<file path="src/rtl/sar_pkg.sv">
// Package: shared constants for the successive-approximation controller.
// Assumes: consumers take the default width from here and may override it.
package sar_pkg;
    localparam int unsigned SAR_WIDTH = 10;
endpackage

</file>
<file path="src/rtl/sar_marker.sv">
// Module: sar_marker
// Walks a one-hot marker from the top bit down to bit 0, one place per
// rising edge. A load cycle parks the one in bit 0, and the first move
// rotates it into the top bit.
// Assumes: start is synchronous to clk; a start while busy is dropped.
module sar_marker #(
    parameter int unsigned W = sar_pkg::SAR_WIDTH
) (
    input  logic         clk,
    input  logic         rst_n,
    input  logic         start,
    output logic [W-1:0] marker,
    output logic         loading,
    output logic         busy,
    output logic         done
);
    // Purpose: the block is busy from the load cycle to the last trial.
    assign busy = loading | (|marker);

    // Purpose: load, rotate or shift the marker and flag the end.
    always_ff @(posedge clk) begin
        if (!rst_n) begin
            marker  <= '0;
            loading <= 1'b0;
            done    <= 1'b0;
        end else if (loading) begin
            marker  <= {marker[0], marker[W-1:1]};
            loading <= 1'b0;
        end else if (|marker) begin
            marker <= marker >> 1;
            if (marker[0]) begin
                done <= 1'b1;
            end
        end else if (start) begin
            marker  <= {{(W-1){1'b0}}, 1'b1};
            loading <= 1'b1;
            done    <= 1'b0;
        end
    end
endmodule

</file>
<file path="src/rtl/sar_decision.sv">
// Module: sar_decision
// Captures the comparator verdict for the marked bit on the falling
// edge. It clears all bits in the load cycle.
// Assumes: mark is one-hot or zero and changes only on rising edges.
module sar_decision #(
    parameter int unsigned W = sar_pkg::SAR_WIDTH
) (
    input  logic         clk,
    input  logic         rst_n,
    input  logic         clear,
    input  logic [W-1:0] mark,
    input  logic         cmp_hi,
    output logic [W-1:0] kept
);
    // Purpose: clear on load, else write the verdict into the marked bit.
    always_ff @(negedge clk) begin
        if (!rst_n) begin
            kept <= '0;
        end else if (clear) begin
            kept <= '0;
        end else begin
            kept <= (kept & ~mark) | (mark & {W{~cmp_hi}});
        end
    end
endmodule

</file>
<file path="src/rtl/sar_merge.sv">
// Module: sar_merge
// Forms the DAC code as the per-bit OR of the marker and the decisions.
// Assumes: both inputs are stable between their own clock edges.
module sar_merge #(
    parameter int unsigned W = sar_pkg::SAR_WIDTH
) (
    input  logic [W-1:0] marker,
    input  logic [W-1:0] kept,
    output logic [W-1:0] code
);
    for (genvar i = 0; i < W; i++) begin : g_bit
        // Purpose: one OR gate per code bit.
        assign code[i] = marker[i] | kept[i];
    end
endmodule

</file>
<file path="src/rtl/sar_ctrl.sv">
// Module: sar_ctrl (top)
// Successive-approximation sequencer. It drives an external DAC with
// trial codes and reads back an external comparator.
// Assumes: the DAC and comparator settle within half a clock period.
module sar_ctrl #(
    parameter int unsigned W = sar_pkg::SAR_WIDTH
) (
    input  logic         clk,
    input  logic         rst_n,
    input  logic         start,
    input  logic         cmp_hi,
    output logic [W-1:0] code,
    output logic         done
);
    logic [W-1:0] marker;
    logic [W-1:0] kept;
    logic         loading;
    logic         busy;

    sar_marker #(.W(W)) u_marker (
        .clk     (clk),
        .rst_n   (rst_n),
        .start   (start),
        .marker  (marker),
        .loading (loading),
        .busy    (busy),
        .done    (done)
    );

    sar_decision #(.W(W)) u_decision (
        .clk    (clk),
        .rst_n  (rst_n),
        .clear  (loading),
        .mark   (marker),
        .cmp_hi (cmp_hi),
        .kept   (kept)
    );

    sar_merge #(.W(W)) u_merge (
        .marker (marker),
        .kept   (kept),
        .code   (code)
    );
endmodule

</file>
<file path="config.mk">
export PLATFORM = sky130hd
export DESIGN_NAME = sar_ctrl
export DESIGN_NICKNAME = d
export VERILOG_FILES = /design/src/rtl/sar_pkg.sv /design/src/rtl/sar_marker.sv /design/src/rtl/sar_decision.sv /design/src/rtl/sar_merge.sv /design/src/rtl/sar_ctrl.sv
export SDC_FILE = /design/constraint.sdc
export NUM_CORES = 1
export LEC_CHECK = 0
export BUFFER_PORTS_ARGS = -buffer_cell sky130_fd_sc_hd__buf_2
export CORE_MARGIN = 2
export CORE_UTILIZATION = 45
export DETAILED_ROUTE_END_ITERATION = 6
export GPL_TIMING_DRIVEN = 0
export PLACE_DENSITY = 0.74
export SLEW_MARGIN = 25
export SYNTH_ARGS = -nofsm -noshare
export SYNTH_HDL_FRONTEND = slang
export SYNTH_SLANG_ARGS = --single-unit
</file>
<file path="constraint.sdc">
create_clock -name clk -period 1.7 [get_ports clk]
set_clock_uncertainty 0.2 [all_clocks]
set_input_delay 0.17 -clock clk [delete_from_list [all_inputs] [get_ports clk]]
set_output_delay 0.17 -clock clk [all_outputs]
set_load 0.01 [all_outputs]
</file>
==> reports/qor.csv <==
stage;metric;value;unit
sta;finalSetupTns;-6.20;ns
die;start_util;47.1;%
sta;slew_violations;0;
critical_path;crit_path_top_delay_cell;dfxtp_1;
route;dr.pass1.iters;4;
critical_path;worstPathMaxFanout;2;
logic_synthesis;ys_ff_latch;22;
route;vias_per_cell;4.61;
power;powerDensity;792;mW/mm^2
logic_synthesis;ys_dominant_reg_cell;dfxtp_1;
cts;htreeDepth;1;
route;ant_nets;0;
cts;cts-buffers-inserted;3;
critical_path;end_kind;output pin;
cts;cts_tree;yes;
cts;clock_latency;0.31;ns
power;p_total;0.924;mW
placement;placed_cell_area;943;um^2
grt;grt_use_total;18.5;%
route;drcViolationCount;0;
logic_synthesis;syn_area;805;um^2
layout;final_area;0.00117;mm^2
critical_path;max_stage_delay;0.29;ns
cts;clkSlewWorstSetupHoldPaths;0.12;ns
critical_path;cp_data_required_time;1.33;ns
job;drv_cap;0;
logic_synthesis;syn_nets;91;
run_status;status;finished, violations left;
logic_synthesis;syn_inst;87;
sta;rsz0062_at_grt;yes;
layout;drive_above_1_share;48.4;%
logic_synthesis;yosysWarnings;0;
die;dieArea;0.00214;mm^2
sta;finalHoldViolCount;0;
route;drtIter0Drc;5;
logic_synthesis;async_reset_ff_share;0;%
logic_synthesis;synth-edff-count;0;
critical_path;crit_path_start_kind;register;
route;vias;678;
die;chipWidth;46.3;um
critical_path;critPathBufInv;1;
critical_path;path_depth;2;
die;core_area;0.00171;mm^2
hold_path;worstHoldStart;start;
critical_path;critPathTopFamily;flip-flops;
critical_path;setup.worst_path.end;code[3];
placement;dp_hpwl;1110;um
grt;antenna_found_initial;0;
layout;antenna_cells;0;
power;vdd_ir_drop_max;584;uV
layout;nets;127;
logic_synthesis;synth_area_per_cell;9.25;um^2
hold_path;min_path_type;in -> reg;
layout;fin_cells;147;
sta;setup_violations;20;
route;wl;1710;um
sta;worstMarginPinSlew;0.434;ns
sta;setup_ws;-0.529;ns
critical_path;path_cells;or2_4 -> buf_6;
die;io_pins;15;
placement;port_buffers;13;
critical_path;reg2reg_depth;3;
placement;routabilityCongestion;0.692;
grt;grt_overflow;0;
sta;relSlewSlack;71.1;%
die;die_y;46.3;um
run_status;violations;negative setup slack;
cts;clock_sinks;22;
grt;grt_pass1_vias;621;
logic_synthesis;synth_cell_type_count;20;
grt;grt_pass1_wl;2680;um
route;wl_per_cell;11.6;um
grt;grt_max_degree;13;
critical_path;worstSetupPathType;reg -> out;
power;p_leak;0.552;nW
critical_path;timing.rr.start;u_marker.marker[9];
placement;dp.cells;125;
cts;cts_max_path_buffers;2;
die;row_count;15;
placement;detailedPlace.worstSlack;-0.218;ns
layout;area_growth;45.1;%
cts;clockRootBuffer;clkbuf_4;
logic_synthesis;ys_seq_area_share;54.7;%
critical_path;cp.arrival;1.86;ns
critical_path;rrSetupSlack;-0.13;ns
==> worst min-delay path, stage by stage <==
cell and delay (ns):
buf_2 0.10, nor4b_4 0.13, nand2_2 0.07, nor3_2 0.04
==> final cells by class <==
cell class              instances  area, um^2
well taps                      25        31.3
multi-input cells              61         398
clock inverters                10        37.5
clock buffers                   4        26.3
flip-flops and latches         22         462
fillers                       155         541
plain buffers                   2        7.51
repair buffers                 23         205
==> synthesized netlist by cell type (2+ instances only) <==
| cell | instances | area share, % |
|---|---|---|
| dfxtp_1 | 22 | 55 |
| nand2_1 | 21 | 9.8 |
| nor2_1 | 10 | 4.7 |
| or2_1 | 10 | 7.8 |
| and2_1 | 8 | 6.2 |
| clkbuf_1 | 2 | 0.93 |
==> cell families after synthesis <==
family / Yosys count / synth area share (%)
DFF: 22 / 54.7
buffers and inverters: 4 / 2.02
AOI/OAI and AO/OA: 2 / 3.27
and+or+nand+nor: 59 / 40.0
==> worst min path at each step <==
stage,end,slack (ns),depth (start not counted)
detailed placement,u_marker.loading,0.28,1
floorplan,u_marker.marker[0],0.13,2
finish,u_marker.loading,0.03,4
global placement,u_marker.loading,0.27,1
CTS,u_marker.loading,0.02,4
global route,u_marker.loading,0.02,4
==> power breakdown <==
group	switching [mW]	internal, mW
registers	0.00328	0.520
logic	0.0371	0.0356
clock network	0.207	0.122
total	0.247	0.677
==> timing repair <==
| item | CTS | global route |
|---|---|---|
| endpoints found under the hold margin | 1 | 0 |
| hold buffers | 1 | 0 |
| gates resized for setup | 19 | 6 |
| buffers inserted | 9 | 0 |
| endpoints found under the setup margin | 20 | 20 |
| pin swaps | 13 | 0 |
==> through the flow <==
| step | hold WS [ns] | util, % |
|---|---|---|
| 3_3_place_gp | 0.269 | 55.2 |
| 2_1_floorplan | 0.127 | - |
| 4_1_cts | 0.0231 | 67.5 |
| 5_1_grt | 0.0191 | 68.4 |
| 3_5_place_dp | 0.280 | 55.2 |
| 6_report | 0.0277 | 68.4 |
==> routing by layer <==
layer  up-vias  GRT usage [%]  share of wire, %
li1        343              -                 -
met1       320           20.2                45
met2        13           33.1                52
met3         2           3.53               1.6
met4         0           10.3               1.5
met5         -              0                 0
==> cells in the final DEF, fill, tap and decap left out, drive strengths merged, types with 2 or more instances in the layout <==
master  count
and2        8
buf        22
clkbuf      6
dfxtp      22
inv        10
nand2      22
nor2       10
nor4        2
or2        10
Power figures use the tool's default switching activity.
